File: src/rtl/tmon_pkg.sv
package tmon_pkg;
  localparam int N_EVT  = 10;
  localparam int DATA_W = 32;

  localparam int ST_SVF = 0;
  localparam int ST_NVF = 1;

  localparam int LK_CFG_HARD  = 30;
  localparam int LK_CFG_SOFT  = 29;
  localparam int LK_FAIL_HARD = 16;

  typedef enum logic [1:0] {
    SEL_CFG = 2'd0,
    SEL_CTL = 2'd1,
    SEL_STS = 2'd2,
    SEL_IEN = 2'd3
  } wr_sel_e;

  // status bit position of event line k
  function automatic int evt_pos(input int k);
    if (k < 8)       return 16 + k;
    else if (k == 8) return 2;
    else             return 3;
  endfunction
endpackage

File: src/rtl/tmon_evt_bank.sv
module tmon_evt_bank #(
  parameter int N = 10
) (
  input  logic         clk_i,
  input  logic         rst_ni,
  input  logic [N-1:0] evt_i,
  input  logic [N-1:0] clr_i,
  output logic [N-1:0] sts_q_o,
  output logic [N-1:0] sts_d_o
);
  for (genvar k = 0; k < N; k++) begin : g_bit
    logic bit_q;
    // a live event overrides the clear
    assign sts_d_o[k] = (bit_q & ~clr_i[k]) | evt_i[k];
    always_ff @(posedge clk_i or negedge rst_ni) begin
      if (!rst_ni) bit_q <= 1'b0;
      else         bit_q <= sts_d_o[k];
    end
    assign sts_q_o[k] = bit_q;
  end
endmodule

File: src/rtl/tmon_cfg_lock.sv
module tmon_cfg_lock
  import tmon_pkg::*;
#(
  parameter int N = N_EVT,
  parameter int W = DATA_W
) (
  input  logic         clk_i,
  input  logic         rst_ni,
  input  logic         sys_rst_i,
  input  logic         cfg_we_i,
  input  logic         ctl_we_i,
  input  logic [W-1:0] data_i,
  output logic [N-1:0] cfg_o,
  output logic         cfg_hard_o,
  output logic         cfg_soft_o,
  output logic         fail_hard_o
);
  logic [N-1:0] cfg_q;
  logic         hard_q, soft_q, fhard_q;
  logic         locked;

  assign locked = hard_q | soft_q;

  always_ff @(posedge clk_i or negedge rst_ni) begin
    if (!rst_ni) begin
      cfg_q   <= '0;
      hard_q  <= 1'b0;
      soft_q  <= 1'b0;
      fhard_q <= 1'b0;
    end else if (sys_rst_i) begin
      soft_q <= 1'b0;
    end else begin
      if (cfg_we_i && !locked) cfg_q <= data_i[N-1:0];
      if (ctl_we_i) begin
        hard_q  <= hard_q  | data_i[LK_CFG_HARD];
        soft_q  <= soft_q  | data_i[LK_CFG_SOFT];
        fhard_q <= fhard_q | data_i[LK_FAIL_HARD];
      end
    end
  end

  assign cfg_o       = cfg_q;
  assign cfg_hard_o  = hard_q;
  assign cfg_soft_o  = soft_q;
  assign fail_hard_o = fhard_q;
endmodule

File: src/rtl/tmon_sec_fsm.sv
module tmon_sec_fsm (
  input  logic clk_i,
  input  logic rst_ni,
  input  logic sys_rst_i,
  input  logic hit_i,
  input  logic pend_i,
  input  logic fail_hard_i,
  input  logic clr_svf_i,
  input  logic clr_nvf_i,
  output logic svf_o,
  output logic nvf_o
);
  logic svf_q, nvf_q;

  always_ff @(posedge clk_i or negedge rst_ni) begin
    if (!rst_ni) begin
      svf_q <= 1'b0;
      nvf_q <= 1'b1;
    end else begin
      if (hit_i)                              svf_q <= 1'b1;
      else if (clr_svf_i && nvf_q && !pend_i) svf_q <= 1'b0;

      if (sys_rst_i) begin
        if (svf_q && !fail_hard_i) nvf_q <= 1'b1;
      end else if (clr_nvf_i && !svf_q) begin
        nvf_q <= 1'b0;
      end
    end
  end

  assign svf_o = svf_q;
  assign nvf_o = nvf_q;
endmodule

File: src/rtl/tamper_monitor.sv
module tamper_monitor
  import tmon_pkg::*;
(
  input  logic              clk_i,
  input  logic              rst_ni,
  input  logic              sys_rst_i,
  input  logic [N_EVT-1:0]  event_i,
  input  logic              wr_en_i,
  input  logic [1:0]        wr_sel_i,
  input  logic [DATA_W-1:0] wr_data_i,
  output logic [DATA_W-1:0] status_o,
  output logic [N_EVT-1:0]  cfg_o,
  output logic [DATA_W-1:0] ctrl_o,
  output logic              freeze_o,
  output logic              sv_irq_o
);
  logic             we;
  logic             we_cfg, we_ctl, we_sts, we_ien;
  logic [N_EVT-1:0] clr_mask, sts_q, sts_d, cfg;
  logic             cfg_hard, cfg_soft, fail_hard;
  logic             svf, nvf, ien_q;
  logic             hit, pend;

  assign we     = wr_en_i & ~sys_rst_i;
  assign we_cfg = we & (wr_sel_e'(wr_sel_i) == SEL_CFG);
  assign we_ctl = we & (wr_sel_e'(wr_sel_i) == SEL_CTL);
  assign we_sts = we & (wr_sel_e'(wr_sel_i) == SEL_STS);
  assign we_ien = we & (wr_sel_e'(wr_sel_i) == SEL_IEN);

  always_comb begin
    for (int k = 0; k < N_EVT; k++) clr_mask[k] = we_sts & wr_data_i[evt_pos(k)];
  end

  tmon_evt_bank #(.N(N_EVT)) u_evt (
    .clk_i   (clk_i),
    .rst_ni  (rst_ni),
    .evt_i   (event_i),
    .clr_i   (clr_mask),
    .sts_q_o (sts_q),
    .sts_d_o (sts_d)
  );

  tmon_cfg_lock #(.N(N_EVT), .W(DATA_W)) u_lock (
    .clk_i       (clk_i),
    .rst_ni      (rst_ni),
    .sys_rst_i   (sys_rst_i),
    .cfg_we_i    (we_cfg),
    .ctl_we_i    (we_ctl),
    .data_i      (wr_data_i),
    .cfg_o       (cfg),
    .cfg_hard_o  (cfg_hard),
    .cfg_soft_o  (cfg_soft),
    .fail_hard_o (fail_hard)
  );

  assign hit  = |(event_i & cfg);
  assign pend = |(sts_d & cfg);

  tmon_sec_fsm u_fsm (
    .clk_i       (clk_i),
    .rst_ni      (rst_ni),
    .sys_rst_i   (sys_rst_i),
    .hit_i       (hit),
    .pend_i      (pend),
    .fail_hard_i (fail_hard),
    .clr_svf_i   (we_sts & wr_data_i[ST_SVF]),
    .clr_nvf_i   (we_sts & wr_data_i[ST_NVF]),
    .svf_o       (svf),
    .nvf_o       (nvf)
  );

  always_ff @(posedge clk_i or negedge rst_ni) begin
    if (!rst_ni)        ien_q <= 1'b0;
    else if (sys_rst_i) ien_q <= 1'b0;
    else if (we_ien)    ien_q <= wr_data_i[0];
  end

  always_comb begin
    status_o = '0;
    for (int k = 0; k < N_EVT; k++) status_o[evt_pos(k)] = sts_q[k];
    status_o[ST_SVF] = svf;
    status_o[ST_NVF] = nvf;
  end

  always_comb begin
    ctrl_o = '0;
    ctrl_o[LK_CFG_HARD]  = cfg_hard;
    ctrl_o[LK_CFG_SOFT]  = cfg_soft;
    ctrl_o[LK_FAIL_HARD] = fail_hard;
  end

  assign cfg_o    = cfg;
  assign freeze_o = svf;
  assign sv_irq_o = svf & ien_q;
endmodule

File: config.mk
export PLATFORM = sky130hd
export DESIGN_NAME = tamper_monitor
export DESIGN_NICKNAME = d
export VERILOG_FILES = /design/src/rtl/tmon_pkg.sv /design/src/rtl/tmon_evt_bank.sv /design/src/rtl/tmon_cfg_lock.sv /design/src/rtl/tmon_sec_fsm.sv /design/src/rtl/tamper_monitor.sv
export SDC_FILE = /design/constraint.sdc
export NUM_CORES = 1
export LEC_CHECK = 0
export BUFFER_PORTS_ARGS = -buffer_cell sky130_fd_sc_hd__buf_2
export CAP_MARGIN = 25
export CORE_MARGIN = 1.5
export CORE_UTILIZATION = 44
export DETAILED_ROUTE_END_ITERATION = 6
export PLACE_DENSITY = 0.86
export SYNTH_ARGS = -nofsm -noshare
export SYNTH_HDL_FRONTEND = slang
export SYNTH_HIERARCHICAL = 1
export SYNTH_SLANG_ARGS = --single-unit
export TNS_END_PERCENT = 5
File: constraint.sdc
create_clock -name clk_i -period 1.97 [get_ports clk_i]
set_input_delay 0.197 -clock clk_i [delete_from_list [all_inputs] [get_ports clk_i]]
set_output_delay 0.197 -clock clk_i [all_outputs]
set_load 0.005 [all_outputs]
==> flow_metrics.env, run 1 <==
export IMPL_drt_pre_antenna_iters=4
export IMPL_min_path_type="in2reg"
export IMPL_critPathRequiredTime_ps=2130
export IMPL_synthSimpleGateAreaFrac_pct=11.6
export IMPL_fin_hold_ws_ps=135
export IMPL_area_growth_pct=9.20
export IMPL_fin_worst_skew_ps=2.20
export IMPL_synth_avg_cell_area_um2=10.2
export IMPL_diodes=0
export IMPL_cts_inserted_buffers=3
export IMPL_status="finished clean"
export IMPL_ys_seq_elements=26
export IMPL_cts_clk_slew_worst_paths_ps=90
export IMPL_core_area_mm2=0.00369
export IMPL_grt_total_usage_pct=14.6
export IMPL_cts_tree="built"
export IMPL_gp_congestion=0.786
export IMPL_dp_cells=266
export IMPL_initial_core_util_pct=46.4
export IMPL_yosysTopAreaCell="dfrtp_1"
export IMPL_drt_first_iter_violations=13
export IMPL_setup_viol=0
export IMPL_synth_compound_area_share_pct=11.2
export IMPL_layout_common_cells="62 x buf_2, 49 x conb_1, 25 x dfrtp_1, 11 x inv_1, 11 x a21o_1"
export IMPL_fin_crit_ps=1700
export IMPL_seqPwrFrac_pct=50.7
export IMPL_max_cap_violations=0
export IMPL_p_sw_share_pct=28.2
export IMPL_p_comb_share_pct=24.0
export IMPL_die_w_um=65.4
export IMPL_tns_ps=0
export IMPL_insertion_delay_ps=270
export IMPL_crit_path_end_kind="flop"
export IMPL_antenna_left=0
export IMPL_synth_cells=168
export IMPL_ys_seq_area_share_pct=38.1
export IMPL_cts_buffer_depth=2
export IMPL_die_area_mm2=0.00428
export IMPL_hold_viol=0
export IMPL_worstPathArrival_ps=1860
export IMPL_synth_xor_xnor_area_share_pct=0
export IMPL_finalCritPeriodShare_pct=86.3
export IMPL_vias_per_cell=4.27
export IMPL_layout_drive_gt1_share_pct=42.2
export IMPL_synth_mux_area_share_pct=7.16
export IMPL_wire_per_inst_um=11.4
export IMPL_place_hpwl_mm=2.59
export IMPL_io_buffers=62
export IMPL_wl_mm=3.08
export IMPL_grt_pass1_wl_mm=4.76
export IMPL_cts_sinks=26
export IMPL_io_pin_count=124
export IMPL_cts_setup_buffers=0
export IMPL_synth_fa_ha_area_share_pct=0
export IMPL_num_rows=22
export IMPL_power_per_cell_area_mw_per_mm2=721
export IMPL_p_int_uw=968
export IMPL_finalNonFillerCells=271
export IMPL_overflow=0
export IMPL_fmax_ghz=0.588
export IMPL_switchingPower_uw=381
export IMPL_start_kind="input pin"
export IMPL_cts_repair_resized=0
export IMPL_p_clk_share_pct=25.3
export IMPL_ir_drop_mv=0.534
export IMPL_synth_cell_types=28
export IMPL_drc=0
export IMPL_p_leak_uw=0.000940
export IMPL_crit_fanout=4
export IMPL_synth_top_family_by_area="buffers and inverters"
export IMPL_layout_cells_most_common="buf_2"
export IMPL_cts_root_buffer="clkbuf_8"
export IMPL_dieHeight_um=65.4
export IMPL_rsz0062_at_grt="no"
export IMPL_relSlewSlack_pct=61.3
export IMPL_htree_levels=1
export IMPL_nets=272
export IMPL_path_class="in2reg"
export IMPL_tightest_slew_ps=581
export IMPL_yosysWarnings=6
export IMPL_num_vias=1157
export IMPL_report_final_slew_viol_count=0
export IMPL_antenna_found_initial=0
export IMPL_final_core_util_pct=50.7
export IMPL_synth_area_leaders="dfrtp_1 37%, buf_4 28%, mux2_2 6.6%"
export IMPL_netlist_area_mm2=0.00171
export IMPL_grt_pass1_vias=1052
export IMPL_grt_max_degree=27
export IMPL_synth_top_cell_area_share_pct=36.5
export IMPL_reg2reg_slack_ps=480
power groups by stage:
stage / Combinational, µW / Clock (µW) / Sequential, µW
2_1_floorplan: 249 / 0 / 683
3_3_place_gp: 319 / 0 / 688
3_5_place_dp: 326 / 0 / 695
4_1_cts: 329 / 352 / 684
5_1_grt: 363 / 384 / 699
6_report: 324 / 341 / 684
what timing repair did:
item / in CTS / in global routing
hold buffers: 1 / 0
endpoints found under the setup margin: 0 / 0
endpoints found under the hold margin: 25 / 0
state kept, by name, summed over array words and instances, names as in the netlist:
name                flops
u_evt/g_bit.bit_q      10
u_fsm/svf_o             1
u_fsm/nvf_o             1
u_lock/cfg_hard_o       1
u_lock/cfg_o           10
u_lock/fail_hard_o      1
ien_q                   1
u_lock/cfg_soft_o       1
routing by layer:
metal	routed length (µm)	vias up	GRT usage (%)
li1	-	556	-
met1	1310	532	18.3
met2	1510	65	25.4
met3	235	4	3.08
met4	30	0	3.91
met5	0	-	0
critical path, stage by stage:
cell,delay [ps]
buf_2,100
and4bb_1,360
and2_4,160
inv_1,30
a21o_1,180
a22o_1,230
a221oi_1,220
nand4_1,120
o21ai_0,200
nand2b_1,70
through the flow:
step	setup WS (ps)	area (µm²)	power [µW]
2_1_floorplan	189	1890	932
3_3_place_gp	9.44	1810	1010
3_5_place_dp	-35.2	1810	1020
4_1_cts	255	1870	1370
5_1_grt	101	1870	1450
6_report	269	1870	1350
path summary, 6_finish.rpt:
check	from	end	depth (start not counted)
worst max-delay path	wr_sel_i[0]	u_fsm/svf_o	10
max in group asynchronous	rst_ni	u_evt/g_bit[2].bit_q	2
worst min register to register	u_lock/fail_hard_o	u_lock/fail_hard_o	1
worst min-delay path	wr_data_i[30]	u_lock/cfg_hard_o	2
worst max register to register	u_evt/g_bit[4].bit_q	u_fsm/svf_o	6
min in group asynchronous	rst_ni	u_lock/cfg_soft_o	2
synth_stat cells:
| cell type | number |
|---|---|
| nor4bb_1 | 1 |
| nor2b_1 | 1 |
| o21ai_0 | 1 |
| a21oi_1 | 3 |
| buf_4 | 64 |
| a22oi_1 | 6 |
| and2_2 | 2 |
| conb_1 | 1 |
| dfrtp_1 | 25 |
| nand3_1 | 1 |
| mux2_2 | 10 |
| and2_4 | 7 |
| a21o_1 | 11 |
| mux2i_1 | 1 |
| a221oi_1 | 2 |
| a22o_1 | 2 |
| nor4b_2 | 1 |
| and4bb_1 | 1 |
| and2_1 | 4 |
| nand2_1 | 1 |
| nand2b_1 | 2 |
| nand4_1 | 2 |
| inv_1 | 11 |
| a21o_2 | 1 |
| nor4b_1 | 1 |
| nor2_1 | 3 |
| dfstp_2 | 1 |
| buf_6 | 2 |
final cells by class:
| type | instances | area (µm²) |
|---|---|---|
| fillers | 370 | 1820 |
| flip-flops and latches | 26 | 652 |
| clock buffers | 4 | 55.1 |
| well taps | 48 | 60.1 |
| multi-input cells | 113 | 697 |
| inverters | 11 | 41.3 |
| repair buffers | 69 | 365 |
logic make-up after synthesis:
kind of cell,count (synthesis)
buffers and inverters,77
and+or+nand+nor,27
other,1
AOI/OAI and AO/OA,26
muxes,11
DFF,26
No activity file was read; power rests on OpenSTA's default activity.
==> inputs of run 2 (changes only) <==
--- a/config.mk
+++ b/config.mk
@@ -5,12 +5,12 @@
 export SDC_FILE = /design/constraint.sdc
 export NUM_CORES = 1
 export LEC_CHECK = 0
-export BUFFER_PORTS_ARGS = -buffer_cell sky130_fd_sc_hd__buf_2
 export CAP_MARGIN = 25
 export CORE_MARGIN = 1.5
-export CORE_UTILIZATION = 44
+export CORE_UTILIZATION = 55
 export DETAILED_ROUTE_END_ITERATION = 6
-export PLACE_DENSITY = 0.86
+export DONT_BUFFER_PORTS = 1
+export PLACE_DENSITY = 0.7
 export SYNTH_ARGS = -nofsm -noshare
 export SYNTH_HDL_FRONTEND = slang
 export SYNTH_HIERARCHICAL = 1
==> constraint.sdc (replaced) <==
create_clock -name clk_i -period 1.6 [get_ports clk_i]
set_input_delay 0.16 -clock clk_i [delete_from_list [all_inputs] [get_ports clk_i]]
set_output_delay 0.16 -clock clk_i [all_outputs]
set_load 0.005 [all_outputs]
==> flow_metrics.env, run 2 (synthesized netlist as in run 1, its figures left out) <==
export IMPL_antenna_found_initial=0
export IMPL_min_path_type="in2reg"
export IMPL_dp_cells=187
export IMPL_grt_pass1_vias=1048
export IMPL_antenna_left=0
export IMPL_fin_worst_skew_ps=6.68
export IMPL_num_rows=20
export IMPL_rsz0062_at_grt="no"
export IMPL_cts_clk_slew_worst_paths_ps=150
export IMPL_critPathRequiredTime_ps=1840
export IMPL_io_buffers=0
export IMPL_crit_fanout=2
export IMPL_layout_drive_gt1_share_pct=17.3
export IMPL_hold_viol=0
export IMPL_grt_pass1_wl_mm=4.90
export IMPL_die_area_mm2=0.00346
export IMPL_wl_mm=3.26
export IMPL_cts_root_buffer="clkbuf_4"
export IMPL_cts_buffer_depth=2
export IMPL_grt_max_degree=27
export IMPL_core_area_mm2=0.00300
export IMPL_num_vias=1101
export IMPL_insertion_delay_ps=330
export IMPL_report_final_slew_viol_count=0
export IMPL_cts_repair_resized=0
export IMPL_ir_drop_mv=0.611
export IMPL_diodes=0
export IMPL_vias_per_cell=5.05
export IMPL_crit_path_end_kind="flop"
export IMPL_power_per_cell_area_mw_per_mm2=908
export IMPL_setup_viol=0
export IMPL_nets=234
export IMPL_layout_common_cells="49 x conb_1, 26 x dlygate4sd3_1, 25 x dfrtp_1, 11 x inv_1, 11 x a21o_1"
export IMPL_final_core_util_pct=60.0
export IMPL_path_class="reg2reg"
export IMPL_max_cap_violations=0
export IMPL_die_w_um=58.8
export IMPL_drt_pre_antenna_iters=4
export IMPL_start_kind="flop"
export IMPL_dpl_cell_area_mm2=0.00147
export IMPL_place_hpwl_mm=2.33
export IMPL_initial_core_util_pct=57.0
export IMPL_finalCritPeriodShare_pct=91.0
export IMPL_p_leak_uw=0.000815
export IMPL_cts_sinks=26
export IMPL_grt_total_usage_pct=19.3
export IMPL_htree_levels=1
export IMPL_io_pin_count=124
export IMPL_dieHeight_um=58.8
export IMPL_status="finished clean"
export IMPL_cts_inserted_buffers=3
export IMPL_gp_congestion=0.812
export IMPL_drt_first_iter_violations=21
export IMPL_wire_per_inst_um=15.0
export IMPL_overflow=0
export IMPL_worstPathArrival_ps=1690
export IMPL_fmax_ghz=0.687
export IMPL_finalNonFillerCells=218
export IMPL_final_area_mm2=0.00180
export IMPL_layout_cells_most_common="conb_1"
export IMPL_area_growth_pct=5.11
export IMPL_fin_hold_ws_ps=54.1
export IMPL_cts_tree="built"
export IMPL_fin_crit_ps=1460
export IMPL_drc=0
export IMPL_tns_ps=0
-- run 2: cell type report --
cell class | instances | area [µm²]
clock inverters | 1 | 30.0
clock buffers | 3 | 22.5
inverters | 11 | 41.3
well taps | 33 | 41.3
flip-flops and latches | 26 | 652
multi-input cells | 113 | 703
fillers | 260 | 1200
repair buffers | 31 | 310
-- run 2: final timing paths --
kind	from	endpoint	slack (ps)	depth (start not counted)
setup / recovery	u_evt/g_bit[4].bit_q	u_fsm/svf_o	140	6
hold / removal	sys_rst_i	u_lock/cfg_soft_o	50	3
setup reg to reg	u_evt/g_bit[4].bit_q	u_fsm/svf_o	140	6
hold reg to reg	u_lock/fail_hard_o	u_lock/fail_hard_o	550	1
max in group asynchronous	rst_ni	u_fsm/nvf_o	1100	2
min in group asynchronous	rst_ni	u_lock/cfg_o[7]	250	2
-- run 2: routing by layer --
metal	global-route usage [%]	up-vias	wire length (µm)
met5	0	-	0
met3	3.74	4	277
met4	6.82	0	38
met1	24.8	542	1290
li1	-	483	-
met2	32.2	72	1660
-- run 2: through the flow --
stage / setup WS, ps / total power (µW)
after CTS: 140 / 1640
after global placement: -58.9 / 1110
final: 144 / 1630
after detailed placement: -168 / 1120
after global routing: 72.4 / 1720
after floorplan: -15.9 / 1160
-- run 2: power breakdown --
part | switching, µW | internal, µW
combinational | 123 | 180
sequential | 124 | 748
clock | 206 | 253
-- run 2: what timing repair did --
| action | CTS | global route |
|---|---|---|
| hold buffers | 27 | 0 |
| setup buffers | 0 | 0 |
| endpoints found under the hold margin | 51 | 0 |
-- run 2: critical path: stages, from the launching register on --
cell and delay (ps):
dfrtp_1 430, a21o_1 200, a22o_1 210, a221oi_2 190
nand4_1 130, o21ai_1 140, nand2b_1 70
==> inputs of run 3 (changes only) <==
--- a/config.mk
+++ b/config.mk
@@ -5,12 +5,13 @@
 export SDC_FILE = /design/constraint.sdc
 export NUM_CORES = 1
 export LEC_CHECK = 0
-export CAP_MARGIN = 25
+export CELL_PAD_IN_SITES_DETAIL_PLACEMENT = 1
+export CELL_PAD_IN_SITES_GLOBAL_PLACEMENT = 1
 export CORE_MARGIN = 1.5
-export CORE_UTILIZATION = 55
+export CORE_UTILIZATION = 44
 export DETAILED_ROUTE_END_ITERATION = 6
 export DONT_BUFFER_PORTS = 1
-export PLACE_DENSITY = 0.7
+export PLACE_DENSITY_LB_ADDON = 0.1
 export SYNTH_ARGS = -nofsm -noshare
 export SYNTH_HDL_FRONTEND = slang
 export SYNTH_HIERARCHICAL = 1
==> flow_metrics.env, run 3 (synthesized netlist as in run 1, its figures left out) <==
export IMPL_seqPwrFrac_pct=51.5
export IMPL_slowest_delay_ps=430
export IMPL_cpLargestDelayFamily="flip-flops"
export IMPL_wire_per_inst_um=15.5
export IMPL_p_int_uw=1240
export IMPL_cpMaxStageDelayCell="dfrtp_1"
export IMPL_finalNonFillerCells=217
export IMPL_cts_buffer_depth=2
export IMPL_layout_drive_gt1_share_pct=18.9
export IMPL_grt_max_degree=27
export IMPL_p_clk_share_pct=32.3
export IMPL_cts_inserted_buffers=3
export IMPL_min_path_type="in2reg"
export IMPL_die_area_mm2=0.00428
export IMPL_htree_levels=1
export IMPL_final_area_mm2=0.00168
export IMPL_io_pin_count=124
export IMPL_place_hpwl_mm=2.57
export IMPL_cts_tree="built"
export IMPL_cts_sinks=26
export IMPL_p_leak_uw=0.000750
export IMPL_worstPathArrival_ps=1610
export IMPL_vias_per_cell=4.60
export IMPL_grt_pass1_vias=981
export IMPL_die_w_um=65.4
export IMPL_initial_core_util_pct=46.4
export IMPL_io_buffers=0
export IMPL_fin_crit_ps=1450
export IMPL_grt_pass1_wl_mm=5.04
export IMPL_dieHeight_um=65.4
export IMPL_r2r_start="u_lock/cfg_hard_o"
export IMPL_fin_worst_skew_ps=3.03
export IMPL_critPathRequiredTime_ps=1760
export IMPL_ir_drop_mv=0.493
export IMPL_num_vias=999
export IMPL_wl_mm=3.36
export IMPL_switchingPower_uw=452
export IMPL_crit_fanout=10
export IMPL_status="finished clean"
export IMPL_drc=0
export IMPL_crit_path_cell_trace="nor4b_2 > buf_4 > mux2_2"
export IMPL_diodes=0
export IMPL_fmax_ghz=0.689
export IMPL_rsz0062_at_grt="no"
export IMPL_gp_congestion=0.796
export IMPL_antenna_found_initial=0
export IMPL_antenna_left=0
export IMPL_start_kind="flop"
export IMPL_power_total_uw=1690
export IMPL_power_per_cell_area_mw_per_mm2=1010
export IMPL_hold_viol=0
export IMPL_p_sw_share_pct=26.7
export IMPL_drt_first_iter_violations=34
export IMPL_cp_buffers_inverters=1
export IMPL_max_cap_violations=0
export IMPL_dp_cells=201
export IMPL_dpl_cell_area_mm2=0.00148
export IMPL_crit_path_end_kind="flop"
export IMPL_num_rows=22
export IMPL_layout_cells_most_common="conb_1"
export IMPL_nets=218
export IMPL_area_growth_pct=-1.90
export IMPL_core_area_mm2=0.00369
export IMPL_drt_pre_antenna_iters=4
export IMPL_cts_setup_buffers=0
export IMPL_finalCritPeriodShare_pct=90.7
export IMPL_p_comb_share_pct=16.1
export IMPL_cts_root_buffer="clkbuf_8"
export IMPL_grt_total_usage_pct=15.7
export IMPL_hold_start="event_i[4]"
export IMPL_path_class="reg2reg"
export IMPL_layout_common_cells="49 x conb_1, 25 x dfrtp_1, 11 x dlygate4sd3_1, 11 x inv_1, 11 x a21o_1"
export IMPL_insertion_delay_ps=270
export IMPL_num_fill_cells=432
export IMPL_report_final_slew_viol_count=0
export IMPL_cts_clk_slew_worst_paths_ps=90
export IMPL_cp_startpoint="u_lock/cfg_hard_o"
export IMPL_setup_viol=0
export IMPL_overflow=0
-- run 3: changes by cell type in the layout (fill, tap and decap cells not counted), sizes merged --
cell	before	now
buf	5	4
dlygate4sd3	26	11
-- run 3: worst paths after layout --
check,end,slack [ps],cells past startpoint
max,u_lock/cfg_o[3],150,3
max reg2reg,u_lock/cfg_o[3],150,3
max in group asynchronous,u_fsm/nvf_o,1060,2
min,u_evt/g_bit[4].bit_q,20,1
min in group asynchronous,u_lock/cfg_o[8],310,2
min reg2reg,u_lock/fail_hard_o,520,1
-- run 3: worst reg2reg max path, cell delays in order (launching register included) --
cell and delay (ps):
dfrtp_1 430, nor4b_2 300, buf_4 250, mux2_2 360
-- run 3: layout make-up --
class / instances / area (µm²) / share of cell area [%]
clock buffer: 3 / 41.3 / 2.46
clock inverter: 1 / 30.0 / 1.79
inverter: 11 / 41.3 / 2.46
multi-input combinational: 113 / 703 / 41.8
sequential: 26 / 652 / 38.8
tap: 48 / 60.1 / 3.57
timing repair buffer: 15 / 153 / 9.08
-- run 3: metrics by stage --
| stage | worst slack, ps | hold WS, ps | setup TNS, ps | util (%) |
|---|---|---|---|---|
| global placement | -205 | -135 | -205 | 40.1 |
| global route | 26.4 | 14.4 | 0 | 45.6 |
| floorplan | -15.9 | -136 | -15.9 | - |
| finish | 149 | 17.0 | 0 | 45.6 |
| detailed placement | -218 | -135 | -218 | 40.1 |
| CTS | 77.7 | 1.38 | 0 | 45.3 |
-- run 3: timing repair --
item | CTS | global route
hold endpoints to repair | 36 | 1
setup endpoints to repair | 0 | 1
resized for setup | 0 | 1
hold buffers | 11 | 1
-- run 3: power groups by stage --
stage	clock [µW]	combinational, µW	sequential [µW]
floorplan	0	313	844
global placement	0	230	883
detailed placement	0	232	889
CTS	566	274	875
global route	593	309	895
finish	547	273	871
-- run 3: per-layer routing --
metal,track usage [%],up-vias,part of all wire [%]
li1,-,448,-
met1,19.1,483,36
met2,27.2,66,52
met3,5.31,2,11
met4,3.13,0,0.54
met5,0,-,0
